[src/rtl/vedic_mul_pkg.sv]
// Package: shared definitions for the recursive multiplier.
// Assumes: nothing beyond IEEE 1800-2017.
package vedic_mul_pkg;
    // Operand interpretation selected by the mode pin.
    typedef enum logic {
        MUL_UNSIGNED = 1'b0,
        MUL_SIGNED   = 1'b1
    } mul_mode_e;
endpackage

[src/rtl/vm_cell2.sv]
// vm_cell2: 2x2 unsigned multiplier built from gates; the leaf of the tree.
// Assumes: plain unsigned 2-bit operands; purely combinational.
module vm_cell2 (
    input  logic [1:0] x,
    input  logic [1:0] y,
    output logic [3:0] p
);
    logic cross_c;

    // Vertical terms on the ends, crosswise pair in the middle with its carry.
    always_comb begin
        p[0]    = x[0] & y[0];
        p[1]    = (x[1] & y[0]) ^ (x[0] & y[1]);
        cross_c = (x[1] & y[0]) & (x[0] & y[1]);
        p[2]    = (x[1] & y[1]) ^ cross_c;
        p[3]    = (x[1] & y[1]) & cross_c;
    end
endmodule

[src/rtl/vm_array.sv]
// vm_array: NxN unsigned multiplier built by recursive halving.
// Each level forms four (N/2)x(N/2) products: low*low at weight 0,
// the two cross products at weight N/2, high*high at weight N.
// Assumes: N is a power of two, at least 2; combinational.
module vm_array #(
    parameter int N = 8
) (
    input  logic [N-1:0]   x,
    input  logic [N-1:0]   y,
    output logic [2*N-1:0] p
);
    generate
        if (N == 2) begin : g_leaf
            vm_cell2 u_cell (.x(x), .y(y), .p(p));
        end else begin : g_split
            localparam int H = N / 2;
            logic [N-1:0]   pp_ll, pp_lh, pp_hl, pp_hh;
            logic [N:0]     cross_sum;
            logic [2*N-1:0] cross_ext;

            vm_array #(.N(H)) u_ll (.x(x[H-1:0]), .y(y[H-1:0]), .p(pp_ll));
            vm_array #(.N(H)) u_lh (.x(x[H-1:0]), .y(y[N-1:H]), .p(pp_lh));
            vm_array #(.N(H)) u_hl (.x(x[N-1:H]), .y(y[H-1:0]), .p(pp_hl));
            vm_array #(.N(H)) u_hh (.x(x[N-1:H]), .y(y[N-1:H]), .p(pp_hh));

            // Merge: vertical terms concatenate, crosswise sum lands at weight H.
            always_comb begin
                cross_sum = {1'b0, pp_lh} + {1'b0, pp_hl};
                cross_ext = {{(N-1){1'b0}}, cross_sum} << H;
                p         = {pp_hh, pp_ll} + cross_ext;
            end
        end
    endgenerate
endmodule

[src/rtl/vm_sign_front.sv]
// vm_sign_front: turns an operand into its magnitude for the unsigned array.
// Assumes: the most negative value maps to 2^(W-1), read as unsigned,
// which fits in W bits, so no extra bit is needed.
module vm_sign_front #(
    parameter int W = 8
) (
    input  logic [W-1:0] op,
    input  logic         signed_en,
    output logic [W-1:0] mag,
    output logic         neg
);
    // Negate only when signed mode sees a set sign bit.
    always_comb begin
        neg = signed_en & op[W-1];
        mag = neg ? (~op + 1'b1) : op;
    end
endmodule

[src/rtl/vm_sign_back.sv]
// vm_sign_back: restores the sign of the product after the unsigned array.
// Assumes: the magnitude product is at most 2^(2W-2) when flip can be set.
module vm_sign_back #(
    parameter int W = 8
) (
    input  logic [2*W-1:0] uprod,
    input  logic           flip,
    output logic [2*W-1:0] sprod
);
    // Two's-complement negation when exactly one operand was negative.
    always_comb begin
        sprod = flip ? (~uprod + 1'b1) : uprod;
    end
endmodule

[src/rtl/vedic_mul.sv]
// vedic_mul: top level. Sign front end, recursive array, sign back end
// and a registered output.
// Assumes: W is 4, 8 or 16; rst_n is synchronous and active low.
module vedic_mul
    import vedic_mul_pkg::*;
#(
    parameter int W = 8
) (
    input  logic           clk,
    input  logic           rst_n,
    input  logic           signed_en,
    input  logic [W-1:0]   mcand,
    input  logic [W-1:0]   mplier,
    output logic [2*W-1:0] product
);
    localparam int PW = 2 * W;
    localparam logic [PW-1:0] MIN_SQ = {{(PW-1){1'b0}}, 1'b1} << (PW - 2);
    localparam logic [W-1:0]  MIN_OP = {1'b1, {(W-1){1'b0}}};

    mul_mode_e       mode;
    logic [W-1:0]    mag_a, mag_b;
    logic            neg_a, neg_b;
    logic [PW-1:0]   mag_prod, next_prod;

    // Map the mode pin onto the package encoding.
    always_comb mode = mul_mode_e'(signed_en);

    vm_sign_front #(.W(W)) u_front_a (
        .op(mcand), .signed_en(mode == MUL_SIGNED), .mag(mag_a), .neg(neg_a));
    vm_sign_front #(.W(W)) u_front_b (
        .op(mplier), .signed_en(mode == MUL_SIGNED), .mag(mag_b), .neg(neg_b));

    vm_array #(.N(W)) u_array (.x(mag_a), .y(mag_b), .p(mag_prod));

    vm_sign_back #(.W(W)) u_back (
        .uprod(mag_prod), .flip(neg_a ^ neg_b), .sprod(next_prod));

    // Output register: clear under reset, otherwise capture the new product.
    always_ff @(posedge clk) begin
        if (!rst_n) product <= '0;
        else        product <= next_prod;
    end

    AST_ZERO_OPERAND: assert property (@(posedge clk) disable iff (!rst_n)
        (mcand == '0 || mplier == '0) |=> product == '0);

    AST_SIGN_RULE: assert property (@(posedge clk) disable iff (!rst_n)
        (signed_en && mcand != '0 && mplier != '0)
        |=> product[PW-1] == ($past(mcand[W-1]) ^ $past(mplier[W-1])));

    AST_MIN_SQUARE: assert property (@(posedge clk) disable iff (!rst_n)
        (signed_en && mcand == MIN_OP && mplier == MIN_OP)
        |=> product == MIN_SQ);

    AST_UNIT_OPERAND: assert property (@(posedge clk) disable iff (!rst_n)
        (!signed_en && mplier == {{(W-1){1'b0}}, 1'b1})
        |=> product == {{W{1'b0}}, $past(mcand)});

    AST_MAG_RANGE: assert property (@(posedge clk) disable iff (!rst_n)
        signed_en |-> mag_prod <= MIN_SQ);
endmodule

[config.mk]
export PLATFORM = sky130hd
export DESIGN_NAME = vedic_mul
export DESIGN_NICKNAME = d
export VERILOG_FILES = /design/src/rtl/vedic_mul_pkg.sv /design/src/rtl/vm_cell2.sv /design/src/rtl/vm_array.sv /design/src/rtl/vm_sign_front.sv /design/src/rtl/vm_sign_back.sv /design/src/rtl/vedic_mul.sv
export SDC_FILE = /design/constraint.sdc
export NUM_CORES = 1
export LEC_CHECK = 0
export ABC_AREA = 1
export BUFFER_PORTS_ARGS = -buffer_cell sky130_fd_sc_hd__buf_2
export CAP_MARGIN = 5
export CORE_ASPECT_RATIO = 1.1
export CORE_MARGIN = 4
export CORE_UTILIZATION = 36
export CTS_BUF_LIST = sky130_fd_sc_hd__clkbuf_8
export CTS_CLUSTER_SIZE = 20
export DETAILED_ROUTE_END_ITERATION = 8
export SYNTH_ARGS = -nofsm -noshare
export SYNTH_HDL_FRONTEND = slang
export SYNTH_SLANG_ARGS = --single-unit
[constraint.sdc]
create_clock -name clk -period 8.2 [get_ports clk]
set_input_delay 1.64 -clock clk [delete_from_list [all_inputs] [get_ports clk]]
set_output_delay 1.64 -clock clk [all_outputs]
set_load 0.005 [all_outputs]
==> results by group, run 1 <==
Synth
  • Synth top area cells: ha_1 (28%), nand2_1 (11%), inv_1 (9.2%)
  • Avg Cell Area, Syn: approximately 6.7 um^2
  • Dominant cell type by area after synthesis: ha_1
  • Area share of the largest cell type after synthesis: between 20% and 30%
  • Sequential share of the synthesized area: between 8 and 9%
  • Mapped Nets: between 700 and 800
  • Post-Syn Instances: 585
  • Number of synthesized register bits: 16
  • Post-synthesis cell area: 3920 um^2
  • Synth warn: 0
  • Post-synth cell types: 37

CTS
  • CTS tree: built
  • Resized Gates After CTS: 0
  • Clock transition at path regs: 0.05 ns
  • Clk buf depth: 2
  • Setup repair bufs after CTS: 0
  • Post-CTS Hold Fix Bufs: 0
  • Num CTS Buffers: 3
  • CTS H-Tree Depth: 1
  • Clk root buf: clkbuf_8
  • Clk sinks: 16

Global routing
  • Total track usage: approximately 15%
  • Largest net degree at the start of global routing: 15
  • Grt total ovfl: 0
  • Vias in the first global route: roughly 3600
  • Initial antenna violation count: 0
  • First-pass GRT wire length: between 15000 and 20000 um

Hold path
  • Worst Hold Class: input pin to register
  • Hold depth: 3

Final layout
  • Biggest regs: product x16
  • Nets@finish: 742
  • Area growth syn-to-layout: 10.15%
  • Most common cell after layout, fill and taps aside: nand2_1
  • Commonest cells after routing, fill and taps aside: nand2_1 (111), inv_1 (96), ha_1 (88), nor2_1 (69), a21oi_1 (38)
  • Max reg flops: 16
  • Fin cells: 766
  • Layout cells sized above 1: around an eighth
  • Reg with most FFs: product
  • ANT cells: 0
  • Utilization after layout: roughly 41%

Critical path
  • WP data required: 8.33 ns
  • Crit path DAT: slightly above 7 ns
  • Critical path launch point type: input pin
  • Worst Path Max Fanout: 8
  • Most common cell type on the critical path: ha_1
  • Crit-path max cell delay: approximately 0.37 ns
  • Setup crit end kind: register
  • Crit-path slowest cell: nor3b_1
  • Crit path kind: input pin to register

Job
  • Max-cap violations: 0

Pwr
  • PwrDens: about 260 nW/um^2
  • Pleak: approximately 0.0026 uW
  • Peak supply drop: between 0.1 and 0.15 mV

Die
  • Die area: around 13000 um^2
  • Die Ht: roughly 120 um
  • Ports: 35
  • Core Box Area: around 10000 um^2
  • # rows: 39
  • Die width: roughly 110 um
  • Initial Utilization: a little under two fifths

Timing
  • F_max: between 100 and 150 MHz
  • Hold Slack: ~1.7 ns
  • Max transition margin: roughly 40%
  • Final number of hold-violating endpoints: 0
  • Setup_tns: 0 ns
  • Final period util: between 80% and 90%
  • Unrepaired setup endpoints after global routing: no
  • Final Max Tran Viols: 0
  • Fin crit period: slightly above 7 ns
  • Worst-Margin Slew: roughly 0.89 ns
  • Final setup vio count: 0

Route
  • Antenna Violating Nets Remaining: 0
  • Via density: 4.766
  • DRC viols: 0
  • Vias: 3651
  • Drt wl/cell: about 12 um
  • Pre-antenna DRT Iters: 4
  • 1st-iter DRT viols: 112
  • Drt total wl: roughly 9100 um

Placed design
  • DP HPWL: between 8000 and 9000 um
  • Port bufs: 34
  • Final GP Congestion: roughly 0.9
  • Dpl cells: around 760

Run status
  • Status: finished clean
==> metal layers <==
| layer | track usage, % | vias to the layer above | share of wire (%) |
|---|---|---|---|
| met5 | 0 | - | 0 |
| met4 | 4.104 | 0 | 2.3 |
| met3 | 0.4945 | 14 | 2.8 |
| met2 | 26.44 | 66 | 47 |
| met1 | 19.04 | 1596 | 48 |
| li1 | - | 1975 | - |
==> stage by stage <==
| step | worst slack (ns) | power, uW | cell area [um^2] |
|---|---|---|---|
| 2_1_floorplan | 1.639 | 894.6 | 3920 |
| 3_3_place_gp | 0.8284 | 1060 | 4277 |
| 3_5_place_dp | 0.8213 | 1072 | 4277 |
| 4_1_cts | 1.064 | 1132 | 4318 |
| 5_1_grt | 0.5754 | 1281 | 4318 |
| 6_report | 1.070 | 1124 | 4318 |
==> report_power, final <==
part | internal (uW) | leakage, uW | switching [uW]
logic | 361 | 0.00244 | 600
registers | 105 | 0.000133 | 4.30
clock network | 32.4 | 0.0000216 | 22.1
==> critical path: cells and delay by family <==
| kind | cells | cell delay (ns) |
|---|---|---|
| xor gates and xnor gates | 3 | 0.43 |
| and+or+nand+nor | 12 | 1.71 |
| buffers and inverters | 8 | 0.73 |
| AOI/OAI and AO/OA | 5 | 0.86 |
| adders and majority gates | 7 | 1.87 |
==> cell usage after synthesis <==
library cell and number:
o21bai_1 2, buf_4 3, nor2_4 2, clkinv_1 3
xnor2_2 1, nand2_4 1, or2_2 3, nand2_2 10
nor3_4 1, nor3_1 10, o21ai_1 10, o21a_1 3
ha_1 88, xnor2_1 15, or2_1 2, o21ai_0 16
inv_1 96, fa_1 10, nand3_2 7, nor2_1 69
dfxtp_1 16, nand2_1 111, a21oi_1 38, a31oi_1 1
nor2_2 1, xor2_1 18, o21ai_2 1, nor3b_1 2
nand3b_1 4, a21o_1 1, nand3_4 1, nor3_2 1
nand3_1 25, o211ai_1 1, inv_2 5, o221ai_1 2
nand4_1 5
==> worst paths after layout <==
path	start	endpoint	slack, ns
max	mcand[0]	product[15]	1.07
min	rst_n	product[2]	1.74
==> logic make-up (layout without fill, tap and decap cells) <==
| kind of cell | count (synthesis) | in the layout | share of synthesized area [%] |
|---|---|---|---|
| and+or+nand+nor | 255 | 255 | 29.97 |
| buffers and inverters | 107 | 145 | 10.53 |
| adders and majority gates | 98 | 98 | 33.20 |
| AOI/OAI and AO/OA | 75 | 75 | 10.34 |
| xor gates and xnor gates | 34 | 34 | 7.788 |
| DFF | 16 | 16 | 8.171 |
==> layout make-up <==
class | count | area [um^2]
clock buffers | 3 | 41.29
fillers | 1115 | 6173
inverters | 104 | 390.4
multi-input cells | 462 | 3187
flip-flops and latches | 16 | 320.3
well taps | 143 | 178.9
repair buffers | 38 | 200.2
Note: power is estimated with default switching activity, not from simulation.
==> inputs of run 2 (changes only) <==
==> constraint.sdc (replaced) <==
create_clock -name clk -period 8.2 [get_ports clk]
set_input_delay 2.05 -clock clk [delete_from_list [all_inputs] [get_ports clk]]
set_output_delay 2.05 -clock clk [all_outputs]
set_load 0.005 [all_outputs]
==> run 2 against run 1 <==
  * First-iteration DRC count increased by 25%
  * Critical endpoint unchanged
  * Largest cell class unchanged
  * Non-clock buffer count increased by 3
  * Design area increased by 0.52%
  * Setup slack got worse by 0.29 ns
  * Via count increased by 2.9%
==> results by group, run 2 (synthesized netlist as in run 1, its figures left out) <==
Die
  • Core Box Area: 10490 um^2 (unchanged)
  • Ports: 35 (unchanged)
  • Initial Utilization: 37.36% (unchanged)
  • Die Ht: 117.4 um (unchanged)
  • Die area: 12620 um^2 (unchanged)
  • # rows: 39 (unchanged)
  • Die width: 107.5 um (unchanged)

Pwr
  • Pleak: 0.002607 uW (was 0.002593 uW)
  • Clock Power Share: 4.7% (was 4.8%)
  • Switching Share: 55.57% (was 55.71%)
  • Comb pwr share: 85.6% (was 85.5%)
  • Reg power frac: 9.7% (about the same)
  • PwrDens: 258.8 nW/um^2 (was 260.2 nW/um^2)
  • Psw: 624.2 uW (was 626.0 uW)
  • Int Pwr: 499.1 uW (was 497.6 uW)
  • Peak supply drop: 0.1403 mV (was 0.1434 mV)

Global routing
  • Vias in the first global route: 3712 (was 3597)
  • Grt total ovfl: 0 (unchanged)
  • Total track usage: 14.43% (was 14.74%)
  • Largest net degree at the start of global routing: 15 (unchanged)
  • First-pass GRT wire length: 15670 um (was 15750 um)
  • Initial antenna violation count: 0 (unchanged)

Route
  • Via density: 4.884 (was 4.766)
  • Drt total wl: 8871 um (was 9058 um)
  • Drt wl/cell: 11.54 um (was 11.83 um)
  • Antenna Violating Nets Remaining: 0 (unchanged)
  • Vias: 3756 (was 3651)
  • DRC viols: 0 (unchanged)
  • 1st-iter DRT viols: 140 (was 112)
  • Pre-antenna DRT Iters: 4 (unchanged)

Critical path
  • Crit path kind: input pin to register (unchanged)
  • Setup crit end kind: register (unchanged)
  • Crit-path slowest cell: ha_1 (was nor3b_1)
  • Critical path launch point type: input pin (unchanged)
  • Most common cell type on the critical path: ha_1 (unchanged)
  • Crit path DAT: 7.55 ns (was 7.26 ns)
  • Crit-path max cell delay: 0.35 ns (was 0.37 ns)
  • WP data required: 8.33 ns (about the same)
  • Worst Path Max Fanout: 8 (unchanged)

CTS
  • CTS H-Tree Depth: 1 (unchanged)
  • Num CTS Buffers: 3 (unchanged)
  • Clk root buf: clkbuf_8 (unchanged)
  • Resized Gates After CTS: 0 (unchanged)
  • Clk sinks: 16 (unchanged)
  • Setup repair bufs after CTS: 0 (unchanged)
  • Post-CTS Hold Fix Bufs: 0 (unchanged)
  • CTS tree: built (unchanged)
  • Clock transition at path regs: 0.05 ns (about the same)
  • Clk buf depth: 2 (unchanged)

Timing
  • Unrepaired setup endpoints after global routing: no (unchanged)
  • Max transition margin: 53.67% (was 40.30%)
  • Fin crit period: 7.421 ns (was 7.130 ns)
  • Setup ws final: 0.7789 ns (was 1.070 ns)
  • Worst-Margin Slew: 0.6903 ns (was 0.8891 ns)
  • Setup_tns: 0 ns (unchanged)
  • F_max: 134.8 MHz (was 140.3 MHz)
  • Final period util: 90.50% (was 86.95%)
  • Final Max Tran Viols: 0 (unchanged)
  • Final setup vio count: 0 (unchanged)
  • Final number of hold-violating endpoints: 0 (unchanged)

Final layout
  • Nets@finish: 745 (was 742)
  • Max reg flops: 16 (unchanged)
  • Fillers: 1098 (was 1115)
  • Commonest cells after routing, fill and taps aside: nand2_1 (111), inv_1 (96), ha_1 (88), nor2_1 (69), a21oi_1 (38) (unchanged)
  • Reg with most FFs: product (unchanged)
  • ANT cells: 0 (unchanged)
  • Area growth syn-to-layout: 10.72% (was 10.15%)
  • Biggest regs: product x16 (unchanged)
  • Most common cell after layout, fill and taps aside: nand2_1 (unchanged)
  • Multi-input gate area: 3187 um^2 (unchanged)
  • Layout cells sized above 1: 12.46% (was 12.04%)
  • Register area: 320.3 um^2 (unchanged)

Placed design
  • Port bufs: 34 (unchanged)
  • Final GP Congestion: 0.9118 (was 0.9240)
  • DP HPWL: 7938 um (was 8103 um)
  • Pre-CTS WS: 0.5747 ns (was 0.8213 ns)

Job
  • Max-cap violations: 0 (unchanged)

Run status
  • Status: finished clean (unchanged)

Hold path
  • Worst Hold Class: input pin to register (unchanged)
==> run 2: metrics by stage <==
stage	hold slack, ns	util (%)	total power, uW	cell area (um^2)	instances
3_3_place_gp	2.402	40.98	1057	4299	766
2_1_floorplan	2.188	-	894.6	3920	585
5_1_grt	2.177	41.37	1274	4340	769
3_5_place_dp	2.407	40.98	1071	4299	766
6_report	2.161	41.37	1123	4340	769
4_1_cts	2.154	41.37	1130	4340	769
==> run 2: critical path, delay by kind of cell <==
family | cells | cell delay, ns
xor gates and xnor gates | 3 | 0.44
adders and majority gates | 7 | 1.88
and+or+nand+nor | 12 | 1.60
buffers and inverters | 8 | 0.67
AOI/OAI and AO/OA | 5 | 0.92
==> run 2: power groups by stage <==
stage               clock [uW]  combinational (uW)  sequential, uW
floorplan                    0                 778             116
finish                    53.1                 961             109
global placement             0                 946             111
detailed placement           0                 960             111
global route              57.0                1110             111
CTS                       55.0                 965             109
==> run 2: layout make-up <==
type                            count  area share (%)
Multi-Input combinational cell    462           73.42
Clock buffer                        3          0.9513
Sequential cell                    16           7.380
Timing Repair Buffer               41           5.131
Tap cell                          143           4.122
Inverter                          104           8.994
==> run 2: worst paths after layout <==
check | start | slack (ns) | cells after the start | to
worst min-delay path | rst_n | 2.16 | 3 | product[2]
worst max-delay path | mcand[0] | 0.78 | 35 | product[15]
==> run 2: metal layers <==
layer / routed length (um) / track usage, %
met4: 163 / 4.025
met5: 0 / 0
met2: 4265 / 26.05
met1: 4098 / 18.40
met3: 344 / 0.6593
